File: config.mk
export PLATFORM = sky130hd
export DESIGN_NAME = nv_store_seq
export DESIGN_NICKNAME = d
export VERILOG_FILES = /design/src/rtl/nv_store_seq_pkg.sv /design/src/rtl/nv_cmd_decode.sv /design/src/rtl/nv_seq_flags.sv /design/src/rtl/nv_phase_timer.sv /design/src/rtl/nv_store_seq.sv
export SDC_FILE = /design/constraint.sdc
export NUM_CORES = 1
export LEC_CHECK = 0
export BUFFER_PORTS_ARGS = -buffer_cell sky130_fd_sc_hd__buf_2
export CORE_UTILIZATION = 55
export CTS_BUF_LIST = sky130_fd_sc_hd__clkbuf_16
export CTS_CLUSTER_DIAMETER = 80
export DETAILED_ROUTE_END_ITERATION = 16
export PLACE_DENSITY_LB_ADDON = 0.3
export SYNTH_ARGS = -nofsm -noshare
export SYNTH_HDL_FRONTEND = slang
export SYNTH_SLANG_ARGS = --single-unit
File: constraint.sdc
create_clock -name clk -period 2.9 [get_ports clk]
set_input_delay 0.29 -clock clk [delete_from_list [all_inputs] [get_ports clk]]
set_output_delay 0.29 -clock clk [all_outputs]
set_load 0.005 [all_outputs]
File: src/rtl/nv_store_seq_pkg.sv
package nv_store_seq_pkg;

    localparam int OP_W = 8;

    localparam logic [OP_W-1:0] OPC_STORE  = 8'h3C;
    localparam logic [OP_W-1:0] OPC_RECALL = 8'h60;
    localparam logic [OP_W-1:0] OPC_AE_OFF = 8'h19;
    localparam logic [OP_W-1:0] OPC_AE_ON  = 8'h59;

    typedef enum logic [2:0] {
        ST_IDLE,
        ST_ERASE,
        ST_PROGRAM,
        ST_RECALL,
        ST_OFF
    } seq_state_e;

    typedef struct packed {
        logic store;
        logic recall;
        logic ae_on;
        logic ae_off;
    } seq_cmd_t;

endpackage

File: src/rtl/nv_cmd_decode.sv
module nv_cmd_decode
    import nv_store_seq_pkg::*;
(
    input  logic            op_valid,
    input  logic [OP_W-1:0] op_code,
    input  logic            accept,
    output seq_cmd_t        cmd
);

    logic take;

    always_comb begin
        take       = op_valid && accept;
        cmd        = '0;
        cmd.store  = take && (op_code == OPC_STORE);
        cmd.recall = take && (op_code == OPC_RECALL);
        cmd.ae_on  = take && (op_code == OPC_AE_ON);
        cmd.ae_off = take && (op_code == OPC_AE_OFF);
    end

endmodule

File: src/rtl/nv_seq_flags.sv
module nv_seq_flags (
    input  logic clk,
    input  logic rst_n,
    input  logic wr_done,
    input  logic accept_wr,
    input  logic clr_dirty,
    input  logic ae_on,
    input  logic ae_off,
    output logic dirty,
    output logic ae
);

    always_ff @(posedge clk or negedge rst_n) begin
        if (!rst_n) begin
            dirty <= 1'b0;
            ae    <= 1'b1;
        end else begin
            if (clr_dirty) begin
                dirty <= 1'b0;
            end else if (wr_done && accept_wr) begin
                dirty <= 1'b1;
            end
            if (ae_on) begin
                ae <= 1'b1;
            end else if (ae_off) begin
                ae <= 1'b0;
            end
        end
    end

    AST_AE_HOLDS: assert property (@(posedge clk) disable iff (!rst_n)
        !(ae_on || ae_off) |=> $stable(ae));

    AST_DIRTY_LOCKED: assert property (@(posedge clk) disable iff (!rst_n)
        (!accept_wr && !clr_dirty) |=> $stable(dirty));

endmodule

File: src/rtl/nv_phase_timer.sv
module nv_phase_timer #(
    parameter int CNT_W = 4
) (
    input  logic             clk,
    input  logic             rst_n,
    input  logic             restart,
    input  logic [CNT_W-1:0] limit,
    output logic             expired
);

    logic [CNT_W-1:0] cnt_q;

    always_ff @(posedge clk or negedge rst_n) begin
        if (!rst_n) begin
            cnt_q <= '0;
        end else if (restart) begin
            cnt_q <= '0;
        end else if (!expired) begin
            cnt_q <= cnt_q + CNT_W'(1);
        end
    end

    assign expired = (cnt_q == limit - CNT_W'(1));

    AST_CNT_IN_RANGE: assert property (@(posedge clk) disable iff (!rst_n)
        (!restart && !expired) |=> (cnt_q != '0));

endmodule

File: src/rtl/nv_store_seq.sv
module nv_store_seq
    import nv_store_seq_pkg::*;
#(
    parameter int ERASE_CYC  = 6,
    parameter int PROG_CYC   = 9,
    parameter int RECALL_CYC = 5
) (
    input  logic            clk,
    input  logic            rst_n,
    input  logic            op_valid,
    input  logic [OP_W-1:0] op_code,
    input  logic            sram_wr_done,
    input  logic            hw_store_req,
    input  logic            power_fail,
    output logic            hsb_n,
    output logic            status_rdy,
    output logic            io_lock,
    output logic            nv_erase,
    output logic            nv_prog,
    output logic            nv_recall
);

    localparam int MAX_EP  = (ERASE_CYC > PROG_CYC) ? ERASE_CYC : PROG_CYC;
    localparam int MAX_CYC = (MAX_EP > RECALL_CYC) ? MAX_EP : RECALL_CYC;
    localparam int CNT_W   = $clog2(MAX_CYC + 1);

    seq_state_e       state_q, state_d;
    seq_cmd_t         cmd;
    logic             dirty, ae;
    logic             expired, restart, clr_dirty;
    logic             is_idle, hw_take, op_accept;
    logic [CNT_W-1:0] limit;

    assign is_idle   = (state_q == ST_IDLE);
    assign hw_take   = hw_store_req && dirty;
    assign op_accept = is_idle && !power_fail && !hw_take;

    nv_cmd_decode u_dec (
        .op_valid (op_valid),
        .op_code  (op_code),
        .accept   (op_accept),
        .cmd      (cmd)
    );

    nv_seq_flags u_flags (
        .clk       (clk),
        .rst_n     (rst_n),
        .wr_done   (sram_wr_done),
        .accept_wr (is_idle),
        .clr_dirty (clr_dirty),
        .ae_on     (cmd.ae_on),
        .ae_off    (cmd.ae_off),
        .dirty     (dirty),
        .ae        (ae)
    );

    always_comb begin
        unique case (state_q)
            ST_PROGRAM: limit = CNT_W'(PROG_CYC);
            ST_RECALL:  limit = CNT_W'(RECALL_CYC);
            default:    limit = CNT_W'(ERASE_CYC);
        endcase
    end

    nv_phase_timer #(.CNT_W(CNT_W)) u_timer (
        .clk     (clk),
        .rst_n   (rst_n),
        .restart (restart),
        .limit   (limit),
        .expired (expired)
    );

    // state register
    always_ff @(posedge clk or negedge rst_n) begin
        if (!rst_n) begin
            state_q <= ST_RECALL;
        end else begin
            state_q <= state_d;
        end
    end

    // next-state logic
    always_comb begin
        state_d = state_q;
        unique case (state_q)
            ST_IDLE: begin
                if (power_fail) begin
                    state_d = (ae && dirty) ? ST_ERASE : ST_OFF;
                end else if (hw_take || cmd.store) begin
                    state_d = ST_ERASE;
                end else if (cmd.recall) begin
                    state_d = ST_RECALL;
                end
            end
            ST_ERASE: begin
                if (expired) state_d = ST_PROGRAM;
            end
            ST_PROGRAM: begin
                if (expired) state_d = power_fail ? ST_OFF : ST_IDLE;
            end
            ST_RECALL: begin
                if (expired) state_d = ST_IDLE;
            end
            ST_OFF: begin
                if (!power_fail) state_d = ST_RECALL;
            end
            default: state_d = ST_IDLE;
        endcase
    end

    assign restart   = (state_d != state_q);
    assign clr_dirty = expired && (state_q == ST_PROGRAM || state_q == ST_RECALL);

    // outputs
    always_comb begin
        nv_erase   = 1'b0;
        nv_prog    = 1'b0;
        nv_recall  = 1'b0;
        io_lock    = 1'b1;
        unique case (state_q)
            ST_IDLE:    io_lock   = 1'b0;
            ST_ERASE:   nv_erase  = 1'b1;
            ST_PROGRAM: nv_prog   = 1'b1;
            ST_RECALL:  nv_recall = 1'b1;
            default:    io_lock   = 1'b1;
        endcase
        status_rdy = nv_erase || nv_prog || nv_recall;
        hsb_n      = !status_rdy;
    end

    AST_ERASE_FIRST: assert property (@(posedge clk) disable iff (!rst_n)
        $rose(nv_prog) |-> $past(nv_erase));

    AST_HW_CLEAN_SKIP: assert property (@(posedge clk) disable iff (!rst_n)
        (is_idle && !power_fail && hw_store_req && !dirty && !(op_valid && op_code == OPC_STORE))
        |=> !nv_erase);

    AST_SW_STORE_RUNS: assert property (@(posedge clk) disable iff (!rst_n)
        (is_idle && !power_fail && op_valid && op_code == OPC_STORE) |=> nv_erase);

    AST_CLEAN_AFTER_RECALL: assert property (@(posedge clk) disable iff (!rst_n)
        (nv_recall && state_d == ST_IDLE) |=> !dirty);

    AST_RECALL_ON_RESTORE: assert property (@(posedge clk) disable iff (!rst_n)
        (state_q == ST_OFF && !power_fail) |=> nv_recall);

    AST_FAIL_FIRST: assert property (@(posedge clk) disable iff (!rst_n)
        (is_idle && power_fail && !(ae && dirty)) |=> (io_lock && hsb_n));

endmodule

==> flow_metrics.py, run 1 <==
metrics = {
    "yosys": {
        "synth_top_family_by_area": "simple AND/OR/NAND/NOR gates",
        "synth_compound_area_share_pct": 25.3,
        "seq_area_frac_synth_pct": 29.3,
        "synth_top_area_share_pct": 19.2,
        "synth_edf_count": 0,
        "synth.cell_area_um2": 781,
        "synth_mux_area_share_pct": 1.44,
        "synth_xor_area_share_pct": 2.24,
        "synthArstFlopShare_pct": 100,
        "yosys.area_share.adder_pct": 1.60,
        "syn_avg_cell_area_um2": 8.77,
        "synth_simple_gate_area_share_pct": 34.3,
        "yosys_register_bits": 9,
        "synth_ff_type": "dfrtp_1",
        "synthDistinctLibCells": 43,
        "synth_cells": 89,
        "yosys.area.top_type": "dfrtp_1",
        "synthTopCellsByArea": "dfrtp_1 19%, dfstp_2 10%, nor2_1 3.4%",
        "synthesis.nets": 104,
        "ys_warn_count": 0,
    },
    "setup_path": {
        "crit_type": "reg2reg",
        "critPathMaxFanout": 15,
        "start_kind": "register",
        "cp.arrival_ns": 2.09,
        "cp-end-kind": "register",
        "critPathRequiredTime_ns": 3.00,
    },
    "drt": {
        "first_pass_iters": 4,
        "via_per_inst": 6.15,
        "wl_um": 1840,
        "drt_iter0_drc": 17,
        "vias": 762,
        "drt.antenna.violating_nets": 0,
        "drc": 0,
        "post_drt_wl_per_cell_um": 14.8,
    },
    "global_routing": {
        "grt_usage_pct": 26.3,
        "antenna_found_initial": 0,
        "grt_first_pass_wirelength_um": 2750,
        "grt_pass1_vias": 628,
        "grt_overflow": 0,
        "grt_max_degree": 16,
    },
    "clock_network": {
        "holdBufCountCts": 1,
        "clk_pin_slew_ns": 0.04,
        "cts_max_level": 1,
        "cts_resized": 0,
        "clk_latency_ns": 0.23,
        "cts_buffers": 3,
        "clockBufferDepth": 2,
        "tritoncts": "built",
        "cts_setup_buffers": 0,
        "clock_sinks": 9,
        "cts_root_buf": "clkbuf_16",
    },
    "final_layout": {
        "final_util_pct": 72.9,
        "diodes": 0,
        "fill_cells": 108,
        "final_cells": 124,
        "multi_input_area_um2": 507,
        "final-seq-area_um2": 229,
        "area_delta_synth_final_pct": 23.1,
        "nets": 125,
        "drive_above_1_share_pct": 31.2,
    },
    "placed_design": {
        "hpwl_um": 1440,
        "io_buffers": 19,
        "dp.cells": 119,
        "place_congestion": 0.817,
    },
    "die": {
        "die_area_um2": 1570,
        "io_pins": 20,
        "start_util_pct": 59.3,
        "core_area_um2": 1320,
        "die_w_um": 39.7,
        "fp.dieH_um": 39.7,
        "num_rows": 13,
    },
    "pwr": {
        "power_density_nw_per_um2": 940,
        "ir_worst_vdd_mv": 0.959,
        "leakage_nw": 0.398,
    },
    "timing": {
        "fin_setup_tns_ns": 0,
        "hold_violations": 0,
        "slew_headroom_pct": 64.6,
        "period_share_pct": 68.5,
        "min_period_ns": 1.99,
        "fin_skew_ns": 0.000817,
        "slew_violations": 0,
        "tightest_slew_ns": 0.525,
        "rsz0062_at_grt": "false",
        "fmax_mhz": 504,
        "setup_viol": 0,
    },
    "worst_hold_path": {
        "hp-class": "in2reg",
    },
    "outcome": {
        "status": "finished clean",
    },
    "run": {
        "max-cap-violations": 0,
    },
}
==> routing by layer <==
metal  global-route usage, %  part of all wire [%]  vias to the layer above
met5                       0                     0                        -
met4                    7.76                     0                        0
met3                    1.70                   3.0                        0
met2                    39.3                    48                       19
met1                    39.9                    48                      368
li1                        -                     -                      375
==> state kept, by name (all words and copies together) (netlist names) <==
| name | flops |
|---|---|
| u_flags.dirty | 1 |
| state_q | 3 |
| u_flags.ae | 1 |
| u_timer.cnt_q | 4 |
==> cells in the final DEF, fill, tap and decap left out, types with 2 or more instances in the layout <==
master | Yosys | final
a21oi_1 | 5 | 5
a221oi_1 | 2 | 2
a31oi_1 | 3 | 3
and3b_1 | 2 | 2
buf_2 | 0 | 19
clkbuf_16 | 0 | 3
dfrtp_1 | 6 | 6
dfstp_2 | 3 | 3
inv_1 | 6 | 7
nand2_1 | 3 | 3
nand2b_1 | 3 | 3
nand3b_1 | 2 | 2
nand4_1 | 2 | 2
nor2_1 | 7 | 7
nor2b_1 | 2 | 2
nor3_1 | 5 | 5
nor3b_1 | 3 | 3
o21ai_0 | 5 | 5
or3b_2 | 2 | 2
==> where the power goes <==
| group | internal [mW] | total [mW] | switching, mW |
|---|---|---|---|
| clock | 0.180 | 0.235 | 0.0549 |
| combinational | 0.184 | 0.393 | 0.208 |
| sequential | 0.176 | 0.276 | 0.0998 |
| total | 0.541 | 0.904 | 0.363 |
==> cells by family after synthesis <==
kind of cell,Yosys count
and+or+nand+nor,40
AOI/OAI and AO/OA,26
buffers and inverters,10
DFF,9
xor gates and xnor gates,2
muxes,1
adders and majority gates,1
==> path summary, 6_finish.rpt <==
kind                                     to  slack (ns)  startpoint  depth (start not counted)
setup reg to reg           u_timer.cnt_q[3]        0.91  state_q[2]                          5
hold / removal                   state_q[1]        0.35  op_code[6]                          3
setup / recovery           u_timer.cnt_q[3]        0.91  state_q[2]                          5
min in group asynchronous     u_flags.dirty        0.44       rst_n                          2
hold reg to reg                  u_flags.ae        0.63  u_flags.ae                          1
max in group asynchronous        state_q[0]        2.22       rst_n                          2
==> cells in the mapped netlist, types with 2 or more instances <==
cell / n
nor2_1: 7
dfrtp_1: 6
inv_1: 6
a21oi_1: 5
nor3_1: 5
o21ai_0: 5
a31oi_1: 3
clkbuf_1: 3
dfstp_2: 3
nand2_1: 3
nand2b_1: 3
nor3b_1: 3
a221oi_1: 2
and3b_1: 2
nand3b_1: 2
nand4_1: 2
nor2b_1: 2
or3b_2: 2
==> per-stage QoR <==
stage	worst slack [ns]	instance area (µm²)	hold slack [ns]	power, mW
finish	0.914	961	0.351	0.904
global route	0.809	961	0.370	0.979
CTS	0.924	961	0.349	0.904
detailed placement	0.926	872	0.146	0.665
global placement	1.00	872	0.139	0.652
floorplan	1.07	781	-0.00559	0.553
==> worst max-delay path, cell delays in order (launching register included) <==
cell and delay, ns:
dfrtp_1 0.50, or4_4 0.58, nor4_4 0.27, a31oi_1 0.14, o21ai_1 0.27, nor3_1 0.09
==> final cells by class <==
type | instances | area share [%]
Clock inverter | 1 | 0.391
Sequential cell | 9 | 23.8
Multi-Input combinational cell | 70 | 52.7
Clock buffer | 3 | 7.81
Timing Repair Buffer | 20 | 10.9
Tap cell | 15 | 1.95
Inverter | 6 | 2.34
No activity file was read; power rests on OpenSTA's default activity.
==> run 2: changes to the inputs <==
CORE_UTILIZATION = 46   (was 55)
clock period = 1.71 ns   (was 2.9 ns; I/O delays follow)
==> run 2 against run 1 <==
  * The flow now finishes with violations (negative setup slack)
  * Sequential cell count unchanged
  * First-iteration DRC count decreased by 24%
  * Global-route usage decreased by 0.098 points
  * Largest cell class unchanged
  * Critical path depth unchanged
  * Design area increased by 17%
  * Fmax increased by 13%
  * Total power increased by 99%
==> flow_metrics.py, run 2 (synthesis gave the netlist of run 1 again) <==
metrics = {
    "global_routing": {
        "grt_overflow": 0,
        "grt_max_degree": 15,
        "grt_pass1_vias": 809,
        "antenna_found_initial": 0,
        "grt_usage_pct": 26.2,
        "grt_first_pass_wirelength_um": 3620,
    },
    "timing": {
        "setup_viol": 5,
        "holdWs_ns": 0.258,
        "rsz0062_at_grt": "true",
        "fin_skew_ns": 0.00125,
        "slew_headroom_pct": 77.0,
        "tightest_slew_ns": 0.342,
        "finalWorstSetupSlack_ns": -0.0454,
        "hold_violations": 0,
        "slew_violations": 0,
        "period_share_pct": 103,
        "min_period_ns": 1.76,
        "fmax_mhz": 570,
    },
    "setup_path": {
        "cp.arrival_ns": 1.86,
        "critPathMaxFanout": 5,
        "cp-end-kind": "register",
        "crit_type": "reg2reg",
        "start_kind": "register",
        "critPathSlowestCell": "or4_4",
        "critPathRequiredTime_ns": 1.82,
        "r2r_end": "u_timer.cnt_q[1]",
        "crit_end": "u_timer.cnt_q[1]",
        "r2r_slack_ns": -0.05,
        "startpoint": "state_q[0]",
        "max_stage_delay_ns": 0.53,
        "reg2regPathDepth": 5,
        "regToRegStartpoint": "state_q[0]",
        "crit_path_cell_trace": "or4_4 > nor4_4 > nand3_2 > a31oi_4 > nor3_1",
    },
    "placed_design": {
        "place_congestion": 0.925,
        "hpwl_um": 1590,
        "placed_area_um2": 993,
        "dp.cells": 136,
        "io_buffers": 19,
    },
    "die": {
        "num_rows": 14,
        "die_area_um2": 1870,
        "fp.dieH_um": 43.2,
        "die_w_um": 43.2,
        "io_pins": 20,
        "core_area_um2": 1540,
        "start_util_pct": 50.6,
    },
    "final_layout": {
        "nets": 141,
        "multi_input_area_um2": 546,
        "final_common_cell": "buf_2",
        "layout_common_cells": "19 x buf_2, 15 x buf_4, 6 x nor2_1, 6 x inv_1, 6 x dfrtp_1",
        "reg_top3": "u_timer.cnt_q (4), state_q (3)",
        "area_delta_synth_final_pct": 44.1,
        "fin_area_um2": 1120,
        "top_register": "u_timer.cnt_q",
        "diodes": 0,
        "fill_cells": 119,
        "largest_reg_flops": 4,
        "final_cells": 141,
        "drive_above_1_share_pct": 46.4,
        "final-seq-area_um2": 229,
    },
    "drt": {
        "drt_iter0_drc": 13,
        "first_pass_iters": 4,
        "drc": 0,
        "via_per_inst": 5.98,
        "drt.antenna.violating_nets": 0,
        "post_drt_wl_per_cell_um": 14.5,
        "wl_um": 2050,
        "vias": 843,
    },
    "clock_network": {
        "clk_latency_ns": 0.23,
        "clock_sinks": 9,
        "clk_pin_slew_ns": 0.04,
        "cts_buffers": 3,
        "clockBufferDepth": 2,
        "tritoncts": "built",
        "cts_root_buf": "clkbuf_16",
        "cts_max_level": 1,
    },
    "outcome": {
        "violations": "negative setup slack",
        "status": "finished with violations",
    },
    "pwr": {
        "ir_worst_vdd_mv": 1.31,
        "power_density_nw_per_um2": 1600,
        "leakage_nw": 0.487,
    },
    "worst_hold_path": {
        "hp-class": "in2reg",
    },
    "run": {
        "max-cap-violations": 0,
    },
}
==> run 2: power breakdown <==
| group | total (mW) | switching, mW | internal, mW |
|---|---|---|---|
| Combinational | 1.04 | 0.544 | 0.495 |
| Sequential | 0.371 | 0.0735 | 0.297 |
| Clock | 0.392 | 0.0883 | 0.304 |
| Total | 1.80 | 0.705 | 1.10 |
==> run 2: how the worst min path moves through the flow <==
stage / startpoint / to / slack (ns) / depth (start not counted)
after detailed placement: rst_n / u_timer.cnt_q[3] / 0.02 / 1
after CTS: op_code[6] / u_flags.ae / 0.25 / 2
after global routing: op_code[6] / u_flags.ae / 0.27 / 2
final: op_code[6] / u_flags.ae / 0.26 / 2
after global placement: rst_n / u_timer.cnt_q[0] / 0.02 / 1
after floorplan: rst_n / state_q[2] / -0.12 / 0
==> run 2: metrics by stage <==
step | setup TNS, ns | utilization [%] | worst slack, ns | total power [mW]
after detailed placement | -0.642 | 64.4 | -0.136 | 1.31
final | -0.203 | 73.0 | -0.0454 | 1.80
after global routing | -0.669 | 73.0 | -0.146 | 1.93
after floorplan | -0.148 | - | -0.0370 | 0.937
after CTS | -0.311 | 71.6 | -0.0673 | 1.74
after global placement | -0.369 | 64.4 | -0.0911 | 1.28
==> run 2: critical path: cells and delay by family, from the launching register on <==
| kind | cells | cell delay (ns) |
|---|---|---|
| AND/OR/NAND/NOR | 4 | 1.05 |
| flip-flops | 1 | 0.36 |
| AO/OA/AOI/OAI | 1 | 0.22 |
==> run 2: metal layers <==
layer / vias to the layer above / share of wire [%] / wire (µm) / GRT usage [%]
met5: - / 0 / 0 / 0
met4: 0 / 0.73 / 15 / 11.5
met3: 2 / 2.6 / 53 / 4.26
met2: 15 / 49 / 992 / 38.8
met1: 415 / 48 / 984 / 37.3
li1: 411 / - / - / -
==> run 2: repair_timing <==
action / in CTS / in global routing
endpoints found under the setup margin: 6 / 8
resized for setup: 3 / 10
endpoints found under the hold margin: 6 / 0
hold buffers: 1 / 0
buffers inserted: 1 / 0
pin swaps: 4 / 2
==> run 2: layout make-up <==
class	count	share of cell area, %
clock buffer	3	6.67
timing repair buffer	36	20.4
clock inverter	1	0.334
inverter	6	2.00
sequential	9	20.4
tap	16	1.78
multi-input combinational	70	48.5
